[src/rtl/sclgen_pkg.sv]
package sclgen_pkg;
  typedef enum logic [1:0] {
    PH_IDLE = 2'd0,
    PH_LOW  = 2'd1,
    PH_REL  = 2'd2,
    PH_HIGH = 2'd3
  } phase_t;
endpackage

[src/rtl/sclgen_cfg.sv]
module sclgen_cfg #(
  parameter int CNT_W    = 16,
  parameter int HI_MIN   = 6,
  parameter int LO_MIN   = 8,
  parameter int RST_SS_H = 40,
  parameter int RST_SS_L = 47,
  parameter int RST_FS_H = 6,
  parameter int RST_FS_L = 13
) (
  input  logic             clk,
  input  logic             rst,
  input  logic             lock,
  input  logic             we,
  input  logic [1:0]       sel,
  input  logic [CNT_W-1:0] data,
  input  logic             mode_fast,
  output logic [CNT_W-1:0] hcnt,
  output logic [CNT_W-1:0] lcnt
);
  localparam int NREG = 4;

  logic [CNT_W-1:0] cur [NREG];

  for (genvar i = 0; i < NREG; i++) begin : g_reg
    localparam logic [CNT_W-1:0] FLOOR = CNT_W'((i % 2 == 0) ? HI_MIN : LO_MIN);
    localparam logic [CNT_W-1:0] INIT  = CNT_W'((i == 0) ? RST_SS_H :
                                                  (i == 1) ? RST_SS_L :
                                                  (i == 2) ? RST_FS_H : RST_FS_L);
    logic [CNT_W-1:0] q;
    always_ff @(posedge clk) begin
      if (rst) begin
        q <= INIT;
      end else if (we && !lock && sel == 2'(i)) begin
        q <= (data < FLOOR) ? FLOOR : data;
      end
    end
    assign cur[i] = q;
  end

  assign hcnt = mode_fast ? cur[2] : cur[0];
  assign lcnt = mode_fast ? cur[3] : cur[1];
endmodule

[src/rtl/sclgen_phase.sv]
module sclgen_phase
  import sclgen_pkg::*;
#(
  parameter int CNT_W  = 16,
  parameter int HI_OVH = 8
) (
  input  logic             clk,
  input  logic             rst,
  input  logic             enable,
  input  logic             scl_in,
  input  logic [CNT_W-1:0] hcnt,
  input  logic [CNT_W-1:0] lcnt,
  output logic             drive_low,
  output logic             fall_stb,
  output logic             rise_stb
);
  localparam int CW = CNT_W + 1;
  // the sensing cycle plus the counted cycles make up the overhead
  localparam logic [CW-1:0] HI_ADD = CW'(HI_OVH - 2);

  phase_t        ph_q;
  logic [CW-1:0] cnt_q;

  always_ff @(posedge clk) begin
    if (rst) begin
      ph_q      <= PH_IDLE;
      cnt_q     <= '0;
      drive_low <= 1'b0;
      fall_stb  <= 1'b0;
      rise_stb  <= 1'b0;
    end else begin
      fall_stb <= 1'b0;
      rise_stb <= 1'b0;
      if (!enable) begin
        ph_q      <= PH_IDLE;
        drive_low <= 1'b0;
      end else begin
        unique case (ph_q)
          PH_IDLE: begin
            ph_q      <= PH_LOW;
            cnt_q     <= CW'(lcnt);
            drive_low <= 1'b1;
            fall_stb  <= 1'b1;
          end
          PH_LOW: begin
            if (cnt_q == '0) begin
              ph_q      <= PH_REL;
              drive_low <= 1'b0;
            end else begin
              cnt_q <= cnt_q - 1'b1;
            end
          end
          PH_REL: begin
            if (scl_in) begin
              ph_q     <= PH_HIGH;
              cnt_q    <= CW'(hcnt) + HI_ADD;
              rise_stb <= 1'b1;
            end
          end
          PH_HIGH: begin
            if (cnt_q == '0) begin
              ph_q      <= PH_LOW;
              cnt_q     <= CW'(lcnt);
              drive_low <= 1'b1;
              fall_stb  <= 1'b1;
            end else begin
              cnt_q <= cnt_q - 1'b1;
            end
          end
          default: ph_q <= PH_IDLE;
        endcase
      end
    end
  end
endmodule

[src/rtl/sclgen_top.sv]
module sclgen_top #(
  parameter int CNT_W    = 16,
  parameter int HI_OVH   = 8,
  parameter int HI_MIN   = 6,
  parameter int LO_MIN   = 8,
  parameter int RST_SS_H = 40,
  parameter int RST_SS_L = 47,
  parameter int RST_FS_H = 6,
  parameter int RST_FS_L = 13
) (
  input  logic             clk,
  input  logic             rst,
  input  logic             enable,
  input  logic             mode_fast,
  input  logic             cfg_we,
  input  logic [1:0]       cfg_sel,
  input  logic [CNT_W-1:0] cfg_data,
  input  logic             scl_in,
  output logic             scl_drive_low,
  output logic             fall_stb,
  output logic             rise_stb
);
  logic [CNT_W-1:0] hcnt_sel;
  logic [CNT_W-1:0] lcnt_sel;

  sclgen_cfg #(
    .CNT_W(CNT_W), .HI_MIN(HI_MIN), .LO_MIN(LO_MIN),
    .RST_SS_H(RST_SS_H), .RST_SS_L(RST_SS_L),
    .RST_FS_H(RST_FS_H), .RST_FS_L(RST_FS_L)
  ) u_cfg (
    .clk(clk), .rst(rst), .lock(enable), .we(cfg_we), .sel(cfg_sel),
    .data(cfg_data), .mode_fast(mode_fast), .hcnt(hcnt_sel), .lcnt(lcnt_sel)
  );

  sclgen_phase #(.CNT_W(CNT_W), .HI_OVH(HI_OVH)) u_phase (
    .clk(clk), .rst(rst), .enable(enable), .scl_in(scl_in),
    .hcnt(hcnt_sel), .lcnt(lcnt_sel),
    .drive_low(scl_drive_low), .fall_stb(fall_stb), .rise_stb(rise_stb)
  );
endmodule

[config.mk]
export PLATFORM = sky130hd
export DESIGN_NAME = sclgen_top
export DESIGN_NICKNAME = d
export VERILOG_FILES = /design/src/rtl/sclgen_pkg.sv /design/src/rtl/sclgen_cfg.sv /design/src/rtl/sclgen_phase.sv /design/src/rtl/sclgen_top.sv
export SDC_FILE = /design/constraint.sdc
export NUM_CORES = 1
export LEC_CHECK = 0
export ABC_AREA = 0
export BUFFER_PORTS_ARGS = -buffer_cell sky130_fd_sc_hd__buf_4
export CORE_MARGIN = 5
export CORE_UTILIZATION = 40
export DETAILED_ROUTE_END_ITERATION = 8
export GPL_TIMING_DRIVEN = 0
export PLACE_DENSITY = 0.66
export REMOVE_ABC_BUFFERS = 1
export SYNTH_ARGS = -nofsm -noshare
export SYNTH_HDL_FRONTEND = slang
export SYNTH_HIERARCHICAL = 1
export SYNTH_SLANG_ARGS = --single-unit
[constraint.sdc]
create_clock -name clk -period 7.1 [get_ports clk]
set_clock_uncertainty 0.05 [all_clocks]
set_input_delay 1.42 -clock clk [delete_from_list [all_inputs] [get_ports clk]]
set_output_delay 1.42 -clock clk [all_outputs]
set_load 0.01 [all_outputs]
# After elaboration in Yosys (flattened, before gate mapping)
# Cells that the tools add are included.
[classes]
shifts = 0
n_div = 0
n_reduce_logical = 15
mux = 18
n_eq_ne = 10
magnitude_cmp = 2
bitwise = 2
multipliers = 0
n_addsub = 2
[op_table]
columns = ["cell", "count"]
rows = [
  ["17-bit one-hot mux with 4 select lines", 1],
  ["16-bit 2-to-1 mux", 4],
  ["17-bit 2-to-1 mux", 3],
  ["16-bit by 3-bit adder with 17-bit output (second input constant)", 1],
  ["17-bit logical NOT", 1],
  ["17-bit by 1-bit subtractor with 17-bit output (second input constant)", 1],
  ["16-bit by 3-bit less-than comparator with 1-bit output (second input constant)", 1],
  ["16-bit by 4-bit less-than comparator with 1-bit output (second input constant)", 1],
  ["3-bit AND reduction", 3],
  ["2-bit == test (second input constant)", 4],
  ["2-bit one-hot mux with 4 select lines", 1],
  ["2-bit 2-to-1 mux", 3],
  ["1-bit logical AND", 5],
  ["2-bit by 1-bit == test with 1-bit output (second input constant)", 2],
  ["2-bit logical NOT", 2],
  ["1-bit 2-to-1 mux", 4],
  ["2-bit by 1-bit != test with 1-bit output (second input constant)", 2],
  ["2-bit != test (second input constant)", 2],
  ["1-bit one-hot mux with 3 select lines", 1],
  ["3-bit nonzero test", 1],
  ["3-bit OR reduction", 1],
  ["1-bit NOT", 2],
  ["1-bit one-hot mux with 2 select lines", 1],
  ["2-bit OR reduction", 1],
  ["1-bit logical NOT", 1],
]
[totals]
latchBits = 0
word_cells = 58
inputBits = 24
memories = 0
regBits = 86
mem_bits_rw = 0
rom_bits = 0

# Logic depth before layout (Yosys ltp)
# Gate-level depths: netlist (run 1).
[depth]
ltp_word = 4
mapped_depth = 11
depth_no_buf = 8

# Modules after synthesis
# Netlist (run 1), hierarchy kept.
[modules_own_cells]
columns = ["module", "cells_per_inst", "instances", "area_per_inst_um2", "seq_area_each_um2"]
rows = [
  ["sclgen_cfg", 329, 1, 2793.9, 1281.2],
  ["sclgen_phase", 213, 1, 1721.7, 440.4],
]

# Least setup slack after synthesis (run 1)
# Ideal clock, no wire load.
[synth_path]
path_kind = "input to register"
from = "in mode_fast"
to = "reg u_phase.cnt_q[8]"
path_stages = 9
arrival_time_ns = 3.136
setup_ns = 0.128
path_slack_ns = 3.787
path_buffers = 2
t_required_ns = 6.922
cell_sequence = "clkbuf_1 > buf_2 > mux2_2 > o2111a_1 > nand3_1 > xor2_1 > o22ai_1 > a222oi_1 > nor2_1"
[synth_via]
elab_chain_cells = 4
[synth_lines]
columns = ["item", "line", "source"]
rows = [
  ["start, declared", "sclgen_top.sv:14", "input logic mode_fast,"],
  ["16-bit 2-to-1 mux", "sclgen_cfg.sv:40", "assign hcnt = mode_fast ? cur[2] : cur[0];"],
  ["via hcnt_sel[2]", "sclgen_top.sv:23", "logic [CNT_W-1:0] hcnt_sel;"],
  ["16-bit by 3-bit adder with 17-bit output", "sclgen_phase.sv:56", "cnt_q <= CW'(hcnt) + HI_ADD;"],
  ["17-bit 2-to-1 mux", "sclgen_phase.sv:54", "if (scl_in) begin"],
  ["17-bit one-hot mux with 4 select lines", "sclgen_phase.sv:38", "unique case (ph_q)"],
  ["end signal, assigned", "sclgen_phase.sv:41", "cnt_q <= CW'(lcnt);"],
  ["end signal, assigned", "sclgen_phase.sv:56", ""],
  ["end signal, assigned", "sclgen_phase.sv:63", "cnt_q <= CW'(lcnt);"],
  ["end, declared", "sclgen_phase.sv:22", "logic [CW-1:0] cnt_q;"],
]
# The timed path passes the listed nets, and every way through them passes these cells. The select of a mux whose other input is x is not followed.
# A chain may end at the register's enable or synchronous reset.

# Worst setup path in the final report (run 1)
[layout_path]
from = "reg u_phase.ph_q[0]"
to = "reg u_phase.cnt_q[6]"
[layout_via]
elab_chain_cells = 3
[layout_lines]
columns = ["item", "line", "source"]
rows = [
  ["start, declared", "sclgen_phase.sv:21", "phase_t ph_q;"],
  ["start signal, assigned", "sclgen_phase.sv:26", "ph_q <= PH_IDLE;"],
  ["start signal, assigned", "sclgen_phase.sv:35", "ph_q <= PH_IDLE;"],
  ["start signal, assigned", "sclgen_phase.sv:40", "ph_q <= PH_LOW;"],
  ["2-bit by 1-bit == test with 1-bit output / 2-bit == test (equally long branches)", "sclgen_phase.sv:38", ""],
  ["2-bit != test (no source line)", "--", ""],
  ["3-bit AND reduction (no source line)", "--", ""],
  ["end signal, assigned", "sclgen_phase.sv:41", ""],
  ["end signal, assigned", "sclgen_phase.sv:50", "cnt_q <= cnt_q - 1'b1;"],
  ["end signal, assigned", "sclgen_phase.sv:56", ""],
]
# Parallel ways exist; a longest one is shown, timed or not.

==> results.toml, run 1 <==
[global_route]
track_usage = 0.174
grt_pass1_vias = 3814
grt_overflow = 0
antenna_found_initial = 0
grt_max_degree = 84
grt_pass1_wl_mm = 18.6

[placed_design]
dp_hpwl_mm = 7.63
place.gp.congestion = 0.833
port_buffers = 26

[worst_setup_path]
reg2regPathDepth = 8
cp.arrival_ns = 3.53
worstSetupPathType = "reg2reg"
cp.depth = 8
crit_path_max_incr_delay_ns = 0.64
cp.required_ns = 7.24
end_kind = "flip-flop"
cp_slowest_cell = "a41o_1"
crit_fanout = 19
crit_buf_inv = 2
startpoint_type = "flip-flop"
crit_family = "compound AO/OA/AOI/OAI gates"
crit_chain = "inv_1, ha_1, clkinv_1, o21ai_0, a41o_1, nor2_2, a222oi_1, nor2_1"

[cells_and_area]
final_cell_mix = "nand2_1 (121), dfxtp_1 (86), a21oi_1 (57), mux2_2 (31)"
drive_gt1_frac = 0.164
mostFrequentLayoutCell = "nand2_1"
area_delta_synth_final_pct = 9.78
antenna_cells = 0
multi_input_area_mm2 = 0.00253
fin_nets = 575
n_fill_cell = 1104
seq_area_mm2 = 0.00172

[clock_tree]
cts_buffers = 9
cts_tree = "done"
post-cts-setup-buffers = 0
clockBufferDepth = 2
cts_root_buffer = "clkbuf_16"
cts.clk_slew.worst_paths_ns = 0.06
htreeDepth = 3
hold_buffers = 0
clk_latency_ns = 0.34
clock-sinks = 86
cts_resized = 0

[routing]
via_per_inst = 5.69
first_pass_iters = 6
routed_wl_mm = 11.3
drt_first_iter_violations = 439
routedWlPerCell_um = 16.4
drc = 0
ant_nets = 0
vias = 3920

[timing]
hold_viol = 0
setup-tns-final_ns = 0
period_needed_ns = 3.39
finalMaxSlewViolations = 0
tightestPinTransition_ns = 1.10
fin_crit_sh = 0.478
max_freq_ghz = 0.295
slew_headroom = 0.263
grt_setup_unrepaired = "no"
setup_viol = 0

[floorplan]
chipHeight_um = 116
die_w_um = 116
coreArea_mm2 = 0.0109
rows = 38
initial_core_util = 0.413
die_area_mm2 = 0.0135
ios = 27

[hold_path]
hp-class = "reg2reg"
whs_path_depth = 2

[yosys]
synth_ff_type = "dfxtp_1"
async_flop_share = 0
synth-seq-cells = 86
synthCells = 542
synth_seq_area_share = 0.381
synth.avg_cell_area_um2 = 8.33
yosysWarnings = 6
synth-edff-count = 0
ys_types = 55
syn_area_mm2 = 0.00452

[outcome]
status = "finished clean"

[flow_run]
maxCapViolCount = 0

[power]
total_power_uw = 1150
p_leak_uw = 0.00175
ir_worst_vdd_mv = 0.200
powerDensity_mw_per_mm2 = 232
==> sequential cells by signal (all words and copies together) (netlist names) <==
signal             count
u_cfg/g.q             64
u_phase/ph_q           2
u_phase/fall_stb       1
u_phase/cnt_q         17
u_phase/rise_stb       1
u_phase/drive_low      1
==> worst register-to-register path, cell delays in order (launching register included) <==
cell      delay (ns)
dfxtp_1         0.37
inv_1           0.11
ha_1            0.48
clkinv_1        0.43
o21ai_0         0.39
a41o_1          0.64
nor2_2          0.26
a222oi_1        0.42
nor2_1          0.08
==> per-layer routing <==
metal  GRT usage  up-vias  share of wire
met4      0.0472        0          0.017
met5           0        -              0
met1       0.217     1886           0.44
met2       0.297      104           0.48
li1            -     1915              -
met3      0.0446       15          0.057
==> synthesized netlist by cell type (7+ instances only) <==
| cell | instances | area, um^2 |
|---|---|---|
| nand2_1 | 121 | 454 |
| dfxtp_1 | 86 | 1720 |
| a21oi_1 | 57 | 285 |
| mux2_2 | 31 | 349 |
| nor2_1 | 26 | 97.6 |
| xnor2_1 | 19 | 166 |
| nor3_1 | 15 | 75.1 |
| o21ai_0 | 14 | 70.1 |
| clkbuf_1 | 13 | 48.8 |
| nand3_1 | 13 | 65.1 |
| inv_1 | 12 | 45.0 |
| buf_2 | 10 | 50.1 |
| a2bb2oi_1 | 9 | 78.8 |
| o22ai_1 | 9 | 56.3 |
| a21oi_2 | 8 | 70.1 |
| a222oi_1 | 7 | 70.1 |
| ha_1 | 7 | 87.6 |
| xor2_1 | 7 | 61.3 |
==> cell type report <==
class / instances / share of cell area
Multi-Input combinational cell: 408 / 0.511
Inverter: 13 / 0.00984
Clock inverter: 5 / 0.0101
Timing Repair Buffer: 26 / 0.0394
Sequential cell: 86 / 0.347
Tap cell: 140 / 0.0353
Clock buffer: 11 / 0.0469
==> worst paths after layout <==
path                                          start                   to  slack, ns
worst max-delay path                u_phase/ph_q[0]     u_phase/cnt_q[6]       3.71
worst min register to register  u_cfg/g_reg[2].q[6]  u_cfg/g_reg[2].q[6]       0.40
worst min-delay path            u_cfg/g_reg[2].q[6]  u_cfg/g_reg[2].q[6]       0.40
worst max register to register      u_phase/ph_q[0]     u_phase/cnt_q[6]       3.71
==> cells by family (layout without fill, tap and decap cells) <==
logic type | Yosys count | count (layout) | share of synthesized area
buffers and inverters | 48 | 55 | 0.0576
DFF | 86 | 86 | 0.381
and+or+nand+nor | 212 | 212 | 0.220
adders and majority gates | 7 | 7 | 0.0194
xor gates and xnor gates | 26 | 26 | 0.0504
AOI/OAI and AO/OA | 127 | 127 | 0.183
muxes | 36 | 36 | 0.0889
==> stage by stage <==
step | setup WS [ns] | hold WS, ns | utilization | cells | cell area (um^2)
floorplan | 4.21 | 0.376 | - | 507 | 4300
global placement | 3.54 | 0.387 | 0.427 | 673 | 4670
detailed placement | 3.47 | 0.395 | 0.427 | 673 | 4670
CTS | 3.78 | 0.404 | 0.453 | 689 | 4960
global route | 3.44 | 0.416 | 0.453 | 689 | 4960
finish | 3.71 | 0.404 | 0.453 | 689 | 4960
==> where the power goes <==
group          internal [uW]  switching, uW
logic                   76.2            105
clock network            270            186
registers                499           12.2
total                    845            303
(Power assumes the default switching activity.)
==> run 2: changes to the inputs <==
--- a/config.mk
+++ b/config.mk
@@ -11,7 +11,7 @@
 export CORE_UTILIZATION = 40
 export DETAILED_ROUTE_END_ITERATION = 8
 export GPL_TIMING_DRIVEN = 0
-export PLACE_DENSITY = 0.66
+export PLACE_DENSITY = 0.68
 export REMOVE_ABC_BUFFERS = 1
 export SYNTH_ARGS = -nofsm -noshare
 export SYNTH_HDL_FRONTEND = slang
==> constraint.sdc (replaced) <==
create_clock -name clk -period 3 [get_ports clk]
set_clock_uncertainty 0.05 [all_clocks]
set_input_delay 0.6 -clock clk [delete_from_list [all_inputs] [get_ports clk]]
set_output_delay 0.6 -clock clk [all_outputs]
set_load 0.01 [all_outputs]
==> run 2 against run 1 <==
Global-route usage rose by 0.17 points. Clock power up 150%. Sequential share of layout area decreased by 0.17 points. Worst hold slack worse by 0.0033 ns. Die area unchanged. Setup slack got worse by 3.5 ns. Sequential power rose by 140%. Combinational power is 140% higher. Fmax rose by 21%. Core utilization grew 0.22 points. Largest power group unchanged.
==> results.toml, run 2 (synthesis results as in run 1) <==
[global_route]
grt_pass1_wl_mm = 18.8
grt_overflow = 0
grt_max_degree = 84
track_usage = 0.175
grt_pass1_vias = 3885
antenna_found_initial = 0

[timing]
finalMaxSlewViolations = 0
timing.hold.ws_ns = 0.401
max_freq_ghz = 0.358
setup_viol = 0
slew_headroom = 0.226
period_needed_ns = 2.79
fin_crit_sh = 0.931
hold_viol = 0
grt_setup_unrepaired = "no"
tightestPinTransition_ns = 1.16

[worst_setup_path]
worstSetupPathType = "reg2reg"
startpoint_type = "flip-flop"
reg2regPathDepth = 8
cp.arrival_ns = 2.94
crit_fanout = 19
cp.required_ns = 3.15
end_kind = "flip-flop"
r2r_end = "u_phase/cnt_q[5]"
r2r_setup_slack_ns = 0.21
crit_start = "u_phase/cnt_q[0]"
reg2reg_from = "u_phase/cnt_q[0]"
crit_end = "u_phase/cnt_q[5]"

[cells_and_area]
seq_area_mm2 = 0.00172
area_delta_synth_final_pct = 10.3
largest_register = "u_cfg/g.q"
antenna_cells = 0
final_cell_mix = "nand2_1 (121), dfxtp_1 (86), a21oi_1 (57), mux2_2 (31)"
fin_nets = 575
drive_gt1_frac = 0.171
n_fill_cell = 1073
mostFrequentLayoutCell = "nand2_1"
biggestRegsByFlops = "u_cfg/g.q: 64 flops, u_phase/cnt_q: 17 flops, u_phase/ph_q: 2 flops"
multi_input_area_mm2 = 0.00254
largest_reg_flops = 64
final_cell_area_mm2 = 0.00498

[floorplan]
initial_core_util = 0.413
rows = 38
coreArea_mm2 = 0.0109
ios = 27
die_area_mm2 = 0.0135
chipHeight_um = 116
die_w_um = 116

[placed_design]
place.gp.congestion = 0.849
port_buffers = 26
dp_hpwl_mm = 7.73
placed_area_mm2 = 0.00467

[routing]
wl_met2_mm = 5.55
vias = 3972
top_layer = "met4"
ant_nets = 0
wl_met1_mm = 5.05
first_pass_iters = 5
routedWlPerCell_um = 16.6
drc = 0
met3_length_um = 748
drt_first_iter_violations = 409
routed_wl_mm = 11.5
via_per_inst = 5.76

[flow_run]
maxCapViolCount = 0

[clock_tree]
cts_tree = "done"
htreeDepth = 3
cts_root_buffer = "clkbuf_16"
cts.clk_slew.worst_paths_ns = 0.06
hold_buffers = 0
clock-sinks = 86
clockBufferDepth = 2
cts_buffers = 9
clk_latency_ns = 0.34

[outcome]
status = "finished clean"

[power]
powerDensity_mw_per_mm2 = 557
ir_worst_vdd_mv = 0.505
p_leak_uw = 0.00175

[hold_path]
hp-class = "reg2reg"
run 2: layer usage:
| metal | global-route usage | vias to the layer above |
|---|---|---|
| met5 | 0 | - |
| met4 | 0.0464 | 0 |
| met3 | 0.0477 | 12 |
| met2 | 0.294 | 132 |
| met1 | 0.222 | 1918 |
| li1 | - | 1910 |
run 2: how the worst min path moves through the flow:
stage                     slack (ns)                 start  cells after the start                   end
after detailed placement        0.39   u_cfg/g_reg[2].q[9]                      2   u_cfg/g_reg[2].q[9]
after global routing            0.42  u_cfg/g_reg[1].q[15]                      2  u_cfg/g_reg[1].q[15]
final                           0.40   u_cfg/g_reg[3].q[5]                      2   u_cfg/g_reg[3].q[5]
after floorplan                 0.38   u_cfg/g_reg[1].q[1]                      2   u_cfg/g_reg[1].q[1]
after global placement          0.39  u_cfg/g_reg[2].q[14]                      2  u_cfg/g_reg[2].q[14]
after CTS                       0.40   u_cfg/g_reg[2].q[9]                      2   u_cfg/g_reg[2].q[9]
run 2: metrics by stage:
stage | total power, uW | setup TNS, ns | setup slack [ns] | std cells | utilization
finish | 2770 | 0 | 0.208 | 689 | 0.455
global route | 2890 | 0 | 0.0325 | 689 | 0.455
CTS | 2790 | 0 | 0.146 | 689 | 0.455
detailed placement | 1660 | -2.75 | -0.298 | 673 | 0.427
global placement | 1640 | -1.44 | -0.160 | 673 | 0.427
floorplan | 1510 | 0 | 0.521 | 507 | -
run 2: power by group:
| group | internal [uW] | total [uW] | switching [uW] |
|---|---|---|---|
| clock network | 686 | 1130 | 447 |
| registers | 1180 | 1210 | 29.3 |
| logic | 181 | 430 | 250 |
| total | 2050 | 2770 | 726 |
run 2: worst max-delay path, stage by stage (launching register included):
cell	delay, ns
dfxtp_1	0.34
inv_1	0.07
ha_1	0.18
or3b_4	0.43
and4bb_2	0.45
a41o_2	0.50
nor2_2	0.20
a222oi_1	0.36
nor2_1	0.07
run 2: cell type report:
type | count | area share
clock buffers | 12 | 0.0515
clock inverters | 4 | 0.00904
inverters | 13 | 0.0100
multi-input cells | 408 | 0.509
flip-flops and latches | 86 | 0.346
well taps | 140 | 0.0352
repair buffers | 26 | 0.0392
run 2: timing repair:
action	CTS	global route
setup endpoints to repair	13	6
setup buffers	0	0
gates cloned	0	0
gates resized for setup	2	1
